`config.mk`:
```
export PLATFORM = sky130hd
export DESIGN_NAME = chain_dac_ctrl
export DESIGN_NICKNAME = d
export VERILOG_FILES = /design/src/rtl/chain_dac_pkg.sv /design/src/rtl/chain_phase_timer.sv /design/src/rtl/chain_shift_path.sv /design/src/rtl/chain_dac_ctrl.sv
export SDC_FILE = /design/constraint.sdc
export NUM_CORES = 1
export LEC_CHECK = 0
export BUFFER_PORTS_ARGS = -buffer_cell sky130_fd_sc_hd__buf_4
export CORE_ASPECT_RATIO = 0.7
export CORE_MARGIN = 3
export CORE_UTILIZATION = 56
export CTS_BUF_LIST = sky130_fd_sc_hd__clkbuf_4 sky130_fd_sc_hd__clkbuf_8
export CTS_CLUSTER_DIAMETER = 40
export CTS_CLUSTER_SIZE = 24
export DETAILED_ROUTE_END_ITERATION = 12
export PLACE_DENSITY = 0.78
export SYNTH_ARGS = -nofsm -noshare
export SYNTH_HDL_FRONTEND = slang
export SYNTH_HIERARCHICAL = 1
export SYNTH_SLANG_ARGS = --single-unit
```
`constraint.sdc`:
```
create_clock -name clk -period 2.2 [get_ports clk]
set_input_delay 0.22 -clock clk [delete_from_list [all_inputs] [get_ports clk]]
set_output_delay 0.22 -clock clk [all_outputs]
set_load 0.1 [all_outputs]
```
`src/rtl/chain_dac_pkg.sv`:
```
package chain_dac_pkg;

    typedef enum logic [1:0] {
        ST_IDLE,
        ST_LOW,
        ST_HIGH,
        ST_LOAD
    } seq_state_e;

    // Smallest number of system cycles covering a span in nanoseconds
    function automatic int unsigned ns_to_cyc(input int unsigned span_ns,
                                              input int unsigned period_ns);
        return (span_ns + period_ns - 1) / period_ns;
    endfunction

endpackage

```
`src/rtl/chain_phase_timer.sv`:
```
module chain_phase_timer #(
    parameter int unsigned W = 8
) (
    input  logic         clk,
    input  logic         rst,
    input  logic         start,
    input  logic [W-1:0] len,
    output logic         done
);
    logic [W-1:0] cnt;

    always_ff @(posedge clk) begin
        if (rst)
            cnt <= '0;
        else if (start)
            cnt <= len;
        else if (cnt != '0)
            cnt <= cnt - 1'b1;
    end

    assign done = (cnt == W'(1));

    AST_TMR_NONZERO_LEN: assert property (@(posedge clk) disable iff (rst)
        start |-> (len != '0));

    AST_TMR_DONE_THEN_IDLE: assert property (@(posedge clk) disable iff (rst)
        (done && !start) |=> (cnt == '0));
endmodule

```
`src/rtl/chain_shift_path.sv`:
```
module chain_shift_path #(
    parameter int unsigned TOTAL = 24
) (
    input  logic             clk,
    input  logic             rst,
    input  logic             load,
    input  logic [TOTAL-1:0] load_bits,
    input  logic             shift,
    input  logic             sample,
    input  logic             ret_bit,
    input  logic             finish,
    output logic             din,
    output logic             mism
);
    logic [TOTAL-1:0] tx_sh;
    logic [TOTAL-1:0] sent_q;
    logic [TOTAL-1:0] prev_q;
    logic [TOTAL-1:0] rx_sh;

    always_ff @(posedge clk) begin
        if (rst) begin
            din    <= 1'b0;
            tx_sh  <= '0;
            sent_q <= '0;
            prev_q <= '0;
            rx_sh  <= '0;
        end else begin
            if (load) begin
                din    <= load_bits[TOTAL-1];
                tx_sh  <= {load_bits[TOTAL-2:0], 1'b0};
                sent_q <= load_bits;
            end
            if (shift) begin
                din   <= tx_sh[TOTAL-1];
                tx_sh <= {tx_sh[TOTAL-2:0], 1'b0};
            end
            if (sample)
                rx_sh <= {rx_sh[TOTAL-2:0], ret_bit};
            if (finish)
                prev_q <= sent_q;
        end
    end

    // The chain returns its former contents in the order they were sent
    assign mism = (rx_sh != prev_q);

    AST_SHIFT_NOT_WITH_LOAD: assert property (@(posedge clk) disable iff (rst)
        !(load && shift));

    AST_DIN_ONLY_ON_STEP: assert property (@(posedge clk) disable iff (rst)
        (!$past(load) && !$past(shift)) |-> $stable(din));
endmodule

```
`src/rtl/chain_dac_ctrl.sv`:
```
module chain_dac_ctrl
    import chain_dac_pkg::*;
#(
    parameter int unsigned N_DEV         = 2,
    parameter int unsigned WORD_W        = 12,
    parameter int unsigned CLK_PERIOD_NS = 8,
    parameter int unsigned HALF_CYC      = ns_to_cyc(360, CLK_PERIOD_NS),
    parameter int unsigned LOAD_CYC      = ns_to_cyc(160, CLK_PERIOD_NS)
) (
    input  logic                      clk,
    input  logic                      rst,
    input  logic                      in_valid,
    output logic                      in_ready,
    input  logic [N_DEV*WORD_W-1:0]   in_codes,
    output logic                      ser_clk,
    output logic                      ser_din,
    output logic                      ser_load_n,
    input  logic                      ser_dout,
    output logic                      upd_done,
    output logic                      rb_valid,
    output logic                      rb_mismatch
);
    localparam int unsigned TOTAL   = N_DEV * WORD_W;
    localparam int unsigned CNT_W   = $clog2(TOTAL + 1);
    localparam int unsigned TMR_MAX = (HALF_CYC > LOAD_CYC) ? HALF_CYC : LOAD_CYC;
    localparam int unsigned TMR_W   = $clog2(TMR_MAX + 1);

    // Elaboration-time timing limits of the converters
    initial begin
        AST_PHASE_MIN: assert (HALF_CYC * CLK_PERIOD_NS >= 350)
            else $error("serial clock phase shorter than 350 ns");
        AST_RATE_MAX: assert (2 * HALF_CYC * CLK_PERIOD_NS >= 715)
            else $error("serial clock faster than 1.4 MHz");
        AST_SETUP_MIN: assert (HALF_CYC * CLK_PERIOD_NS >= 100)
            else $error("data setup shorter than 100 ns");
        AST_STROBE_MIN: assert (LOAD_CYC * CLK_PERIOD_NS >= 150)
            else $error("load strobe shorter than 150 ns");
    end

    seq_state_e        state;
    logic [CNT_W-1:0]  bit_cnt;
    logic              have_prev;
    logic              accept;
    logic              last_bit;
    logic              tmr_start;
    logic [TMR_W-1:0]  tmr_len;
    logic              tmr_done;
    logic              step_shift;
    logic              step_sample;
    logic              step_finish;
    logic              cmp_mism;

    assign in_ready    = (state == ST_IDLE);
    assign accept      = in_valid && in_ready;
    assign last_bit    = (bit_cnt == CNT_W'(TOTAL));
    assign step_sample = (state == ST_LOW)  && tmr_done;
    assign step_shift  = (state == ST_HIGH) && tmr_done && !last_bit;
    assign step_finish = (state == ST_LOAD) && tmr_done;

    always_comb begin
        tmr_start = 1'b0;
        tmr_len   = TMR_W'(HALF_CYC);
        if (accept || step_sample || step_shift) begin
            tmr_start = 1'b1;
        end else if ((state == ST_HIGH) && tmr_done) begin
            tmr_start = 1'b1;
            tmr_len   = TMR_W'(LOAD_CYC);
        end
    end

    chain_phase_timer #(.W(TMR_W)) u_timer (
        .clk   (clk),
        .rst   (rst),
        .start (tmr_start),
        .len   (tmr_len),
        .done  (tmr_done)
    );

    chain_shift_path #(.TOTAL(TOTAL)) u_path (
        .clk       (clk),
        .rst       (rst),
        .load      (accept),
        .load_bits (in_codes),
        .shift     (step_shift),
        .sample    (step_sample),
        .ret_bit   (ser_dout),
        .finish    (step_finish),
        .din       (ser_din),
        .mism      (cmp_mism)
    );

    always_ff @(posedge clk) begin
        if (rst) begin
            state       <= ST_IDLE;
            bit_cnt     <= '0;
            ser_clk     <= 1'b0;
            ser_load_n  <= 1'b1;
            have_prev   <= 1'b0;
            upd_done    <= 1'b0;
            rb_valid    <= 1'b0;
            rb_mismatch <= 1'b0;
        end else begin
            upd_done <= 1'b0;
            rb_valid <= 1'b0;
            case (state)
                ST_IDLE: begin
                    if (accept) begin
                        bit_cnt <= '0;
                        state   <= ST_LOW;
                    end
                end
                ST_LOW: begin
                    if (tmr_done) begin
                        ser_clk <= 1'b1;
                        bit_cnt <= bit_cnt + 1'b1;
                        state   <= ST_HIGH;
                    end
                end
                ST_HIGH: begin
                    if (tmr_done) begin
                        ser_clk <= 1'b0;
                        if (last_bit) begin
                            ser_load_n <= 1'b0;
                            state      <= ST_LOAD;
                        end else begin
                            state <= ST_LOW;
                        end
                    end
                end
                ST_LOAD: begin
                    if (tmr_done) begin
                        ser_load_n <= 1'b1;
                        upd_done   <= 1'b1;
                        have_prev  <= 1'b1;
                        if (have_prev) begin
                            rb_valid    <= 1'b1;
                            rb_mismatch <= cmp_mism;
                        end
                        state <= ST_IDLE;
                    end
                end
                default: state <= ST_IDLE;
            endcase
        end
    end

    AST_STROBE_CLK_LOW: assert property (@(posedge clk) disable iff (rst)
        !ser_load_n |-> !ser_clk);

    AST_STROBE_AFTER_ALL_BITS: assert property (@(posedge clk) disable iff (rst)
        $fell(ser_load_n) |-> (bit_cnt == CNT_W'(TOTAL)));

    AST_DIN_STEADY_HIGH: assert property (@(posedge clk) disable iff (rst)
        ser_clk |-> $stable(ser_din));

    AST_BUSY_DURING_STROBE: assert property (@(posedge clk) disable iff (rst)
        (!ser_load_n || ser_clk) |-> !in_ready);

    AST_RB_AT_STROBE_RISE: assert property (@(posedge clk) disable iff (rst)
        rb_valid |-> $rose(ser_load_n));

    AST_DONE_SINGLE: assert property (@(posedge clk) disable iff (rst)
        upd_done |=> !upd_done);
endmodule

```
# After elaboration in Yosys (flattened, before gate mapping)
# Cells that the tools add are included.
totals:
  register_bits: 115
  in_bits: 28
  out_inout_bits: 7
  word_cells: 79
op_classes:
  n_addsub: 2
  eq_ne: 11
  muxes: 27
  bitwise_logic: 2
  reduce_logical: 23
op_table:
  columns: ["operator", "n"]
  rows:
  - ["$mux W24", 2]
  - ["$mux W6", 4]
  - ["$ne A24 B24 Y1", 1]
  - ["$mux W1", 10]
  - ["$mux W2", 5]
  - ["$mux W5", 2]
  - ["$pmux W5 S2", 1]
  - ["$reduce_bool A2 Y1", 5]
  - ["$reduce_and A3 Y1", 3]
  - ["$ne A2 B2 Y1 const B", 4]
  - ["$pmux W2 S4", 1]
  - ["$reduce_and A4 Y1", 2]
  - ["$eq A6 B1 Y1 const B", 1]
  - ["$reduce_bool A6 Y1", 1]
  - ["$sub A6 B1 Y6 const B", 1]
  - ["$add A5 B1 Y5 const B", 1]
  - ["$eq A5 B5 Y1 const B", 1]
  - ["$logic_and A1 B1 Y1", 5]
  - ["$eq A2 B2 Y1 const B", 2]
  - ["$pmux W1 S2", 2]
  - ["$reduce_or A3 Y1", 1]
  - ["$eq A2 B1 Y1 const B", 1]
  - ["$logic_not A2 Y1", 1]
  - ["$logic_or A1 B1 Y1", 2]
  - ["5 further kinds", 6]

# Depth between registers and ports, before layout
depth:
  depth_word: 6
  depth_mapped: 11
  ltp_nobuf: 9

# Cells and area by module
# The synthesis kept the hierarchy.
by_module_without_submodules:
  columns: ["mod", "instances", "cells_each", "area_each_um2", "seq_area_each_um2"]
  rows:
  - ["chain_shift_path", 1, 419, 3880.0, 1921.8]
  - ["chain_dac_ctrl", 1, 81, 646.9, 260.2]
  - ["chain_phase_timer", 1, 45, 389.1, 120.1]

# Least setup slack after synthesis
# OpenSTA, ideal clock, no wires.
synth_timing:
  path_kind: "register -> register"
  startpoint: "reg u_timer.cnt[2]"
  endpoint: "reg u_timer.cnt[0]"
  setup_ns: 0.122
  arrival_ns: 2.214
  t_required_ns: 2.078
  slack_ns: -0.136
  stages_incl_launch_ff: 10
  path_buffers: 2
  period_less_slack_ns: 2.336
  cell_sequence: "dfxtp_1 nor4_2 and2_1 buf_2 nand2_1 a21o_1 o21ai_0 clkbuf_1 nor3_1 a311o_1"
synth_via:
  elab_chain_len: 6
synth_rtl:
  columns: ["item", "line_no", "text"]
  rows:
  - ["start: declaration", "chain_phase_timer.sv:10", "logic [W-1:0] cnt;"]
  - ["start signal: assignment", "chain_phase_timer.sv:16", "cnt <= len;"]
  - ["start signal: assignment", "chain_phase_timer.sv:18", "cnt <= cnt - 1'b1;"]
  - ["$eq A6 B1 Y1 (*)", "chain_phase_timer.sv:21", "assign done = (cnt == W'(1));"]
  - ["via tmr_done", "chain_dac_ctrl.sv:47", "logic tmr_done;"]
  - ["$logic_and A1 B1 Y1, on equally long branches", "chain_dac_ctrl.sv:56, chain_dac_ctrl.sv:57, chain_dac_ctrl.sv:65", null]
  - ["$logic_or A1 B1 Y1 or $logic_and A1 B1 Y1 (tied branches)", "chain_dac_ctrl.sv:63, chain_dac_ctrl.sv:57", null]
  - ["$logic_or A1 B1 Y1", "chain_dac_ctrl.sv:63", "if (accept || step_sample || step_shift) begin"]
  - ["$mux W1 (*)", "chain_dac_ctrl.sv:63", null]
  - ["via tmr_start", "chain_dac_ctrl.sv:45", "logic tmr_start;"]
  - ["$mux W6 or $reduce_bool A2 Y1 (tied branches)", null, null]
# The timed path passes the listed nets; every way through them passes the cells marked *.
# A chain may end at the register's enable or synchronous reset.

# Final worst setup path
layout_timing:
  startpoint: "reg u_timer.cnt[1]"
  endpoint: "reg u_timer.cnt[3]"
# Same word-level chain as after synthesis.

==> results.md <==
* F_max at just under 0.5 GHz
* Minimum clock period at 2070 ps
* First-pass GRT wire length at 16.2 mm
* Min-Delay Path Class: in -> reg
* TritonRoute pass-1 iters at 4
* Reg area at 0.00230 sq mm
* Layout area overhead at 13.6%
* Fillers at 655
* Initial Utilization at 0.601
* Most frequent cell after synthesis: dfxtp_1
* Core Rows at 27
* WHS Path Cells at 3
* Cts hold-fix bufs at 0
* Crit path DAT at 2420 ps
* Placed inst area at 0.00524 sq mm
* Num ports at 35
* Status: completed
* CTS Sinks at ~120
* Library cells used by synthesis at 44
* Core area at 0.00818 sq mm
* Die H at 84.4 um
* Hpwl dp at 6.50 mm
* Post-Syn Area per Cell at between 9 and 10 sq um
* CP Cell Sequence: inv_1, ha_1, and2_4, nand2_2, a21o_1, o21ai_0, buf_4, or2_2, a221o_1, o21ai_0
* Cell Area, Synth at 0.00492 sq mm
* PwrDens at 842 mW/mm^2
* Clock buffer count from CTS at 17
* Maximum VDD drop at 0.000415 V
* Post-synth top area cell: dfxtp_1
* CP max FO at 6
* Worst path max stage delay at 360 ps
* DR WL/cell at 13.6 um
* Worst hold margin at 54.9 ps
* Vias in the first global route at approximately 3500
* Post-layout util at 0.683
* Yosys warns at 6
* Delay-heaviest family, CP: compound AO/OA/AOI/OAI gates
* CTS max path bufs at 2
* Via count at 3674
* WL final at 9.51 mm
* Multi-input gate area at 0.00237 sq mm
* Register area share after synthesis at 0.468
* Min-delay src: in_codes[0]
* DRC errors left at 0
* Post-synth top flop: dfxtp_1
* Root buffer cell: clkbuf_8
* Nets@finish at 604
* Critical Path Source Type: flip-flop
* # setup viols final at 0
* R2r endpoint: u_timer/cnt[3]
* Die area at about 0.01 sq mm
* Syn nets at about 580
* Total leakage power at 2.12 nW
* Final Instance Area at approximately 0.0056 sq mm
* Top cells by area, synth: dfxtp_1 (47%), mux2i_1 (11%), a21oi_1 (7.9%), nor2_1 (6.2%), nand2b_1 (5.9%)
* Gpl congestion at 0.797
* Die W at about 120 um
* Worst path buffer plus inverter count at 2
* H-tree Lvls at 4
* Worst r2r path cells at 10
* Fin. Hold Viols at 0
* Reg2Reg Setup Slack at roughly 130 ps
* Asr flop ratio synth at 0
* Number of DRC markers in iteration 0 at 211
* Clk_lat worst skew at 430 ps
* Ant. Diodes at 0
* Fin crit share at 0.941
* Worst r2r src: u_timer/cnt[1]
* Post-synth EDFFs at 0
* Critical path's slowest cell: dfxtp_1
* Clock Pin Slew Worst Setup and Hold Paths at about 60 ps
* Antenna Nets Post-Route at 0
* CP most frequent cell: o21ai_0
* Worst Hold End: u_path/sent_q[0]
* Max cap viols at 0
* Worst Setup End Kind: flip-flop
* Total Routing Usage GR at 0.200
* Most instantiated cells after synthesis: dfxtp_1 (115), nor2_1 (81), a21oi_1 (78)
* Placed insts at 668
* Synth Register Bits at 115
* CP Class: reg -> reg
* Layout Skew at 10.4 ps
* Total gr overflow at 0
* Post-CTS Setup Inserts at 0
* Slew Viols, Final at 0
* Post-Syn Instances at 545
* WP data required at 2550 ps
* Largest net degree at the start of global routing at 73
* Yosys top cell area share at 0.468
* CTS tree: built
* Initial antenna violation count at 0
* Vias per inst at 5.25
* Share of post-route cells with drive strength above 1 at 0.152
* Non-filler instance count after layout at 700
* IO buf count at 34
[per-layer routing]
metal,global-route usage,up-vias,part of all wire
met2,0.321,46,0.48
met5,0,-,0
li1,-,1893,-
met1,0.258,1719,0.47
met3,0.0478,16,0.034
met4,0.0926,0,0.014
[metrics by stage]
stage / setup slack, ps / setup TNS (ps) / total power, mW
global placement: 223 / 0 / 3.06
finish: 129 / 0 / 4.70
floorplan: 33.9 / 0 / 2.92
CTS: 94.8 / 0 / 4.72
detailed placement: 116 / 0 / 3.10
global route: -1.14 / -1.14 / 4.94
[flip-flops by register name, indices dropped and copies added (netlist names)]
name and flops:
rb_mismatch 1, ser_clk 1, have_prev 1, u_path/rx_sh 24
u_path/sent_q 24, upd_done 1, u_path/prev_q 24, state 2
bit_cnt 5, ser_load_n 1, u_path/din 1, u_timer/cnt 6
u_path/tx_sh 23, rb_valid 1
[kinds of logic after synthesis]
kind of cell,share of synthesized area
AND/OR/NAND/NOR,0.198
buffers and inverters,0.0542
XOR/XNOR,0.0445
adder cells (fa/ha/maj),0.0102
AO/OA/AOI/OAI,0.116
flip-flops,0.468
multiplexers,0.108
other,0.00153
[final cells by class]
class	count	share of cell area
timing repair buffer	46	0.0715
sequential	115	0.412
inverter	10	0.00672
tap	116	0.0260
clock buffer	24	0.0524
multi-input combinational	382	0.425
clock inverter	7	0.00627
[layout by cell type (no fill, tap or decap), types with 3 or more instances in the layout]
cell      netlist  layout
mux2i_1        53      53
xor2_1          8       8
xnor2_1        17      17
o31ai_1         3       3
clkinv_2        0       7
nand4_1         5       5
buf_12          0       4
o21ai_0         6       6
buf_4           9      41
clkbuf_4        0       6
nand3_1         5       5
nor4_1          3       3
nand2_1        34      33
nor2_1         81      80
nand2b_1       46      46
inv_1          10      10
ha_1            4       4
dfxtp_1       115     115
a21oi_1        78      78
clkbuf_8        0      18
nor3_1          5       5
[repair_timing]
action                                  in CTS  in global routing
endpoints found under the setup margin       0                 12
hold endpoints to repair                     0                  0
resized for setup                            0                  2
[worst reg2reg max path, delay by kind of cell (launching register included)]
family	cells	cell delay (ps)
AO/OA/AOI/OAI	4	610
adder cells (fa/ha/maj)	1	180
buffers and inverters	2	290
flip-flops	1	360
AND/OR/NAND/NOR	3	560
[worst max path at each step]
stage / startpoint / endpoint / cells after the start
final: u_timer/cnt[1] / u_timer/cnt[3] / 10
after global placement: u_timer/cnt[2] / u_timer/cnt[1] / 8
after floorplan: u_timer/cnt[2] / u_timer/cnt[0] / 9
after detailed placement: u_timer/cnt[1] / u_timer/cnt[3] / 10
after CTS: u_timer/cnt[2] / u_timer/cnt[5] / 9
after global routing: u_timer/cnt[2] / u_timer/cnt[5] / 9
[power breakdown]
group	total [mW]	switching [mW]	leakage (nW)	internal (mW)
Sequential	2.31	0.108	0.936	2.20
Clock	1.62	0.760	0.184	0.860
Combinational	0.773	0.420	0.999	0.354
Total	4.70	1.29	2.12	3.41
(Power assumes the default switching activity.)
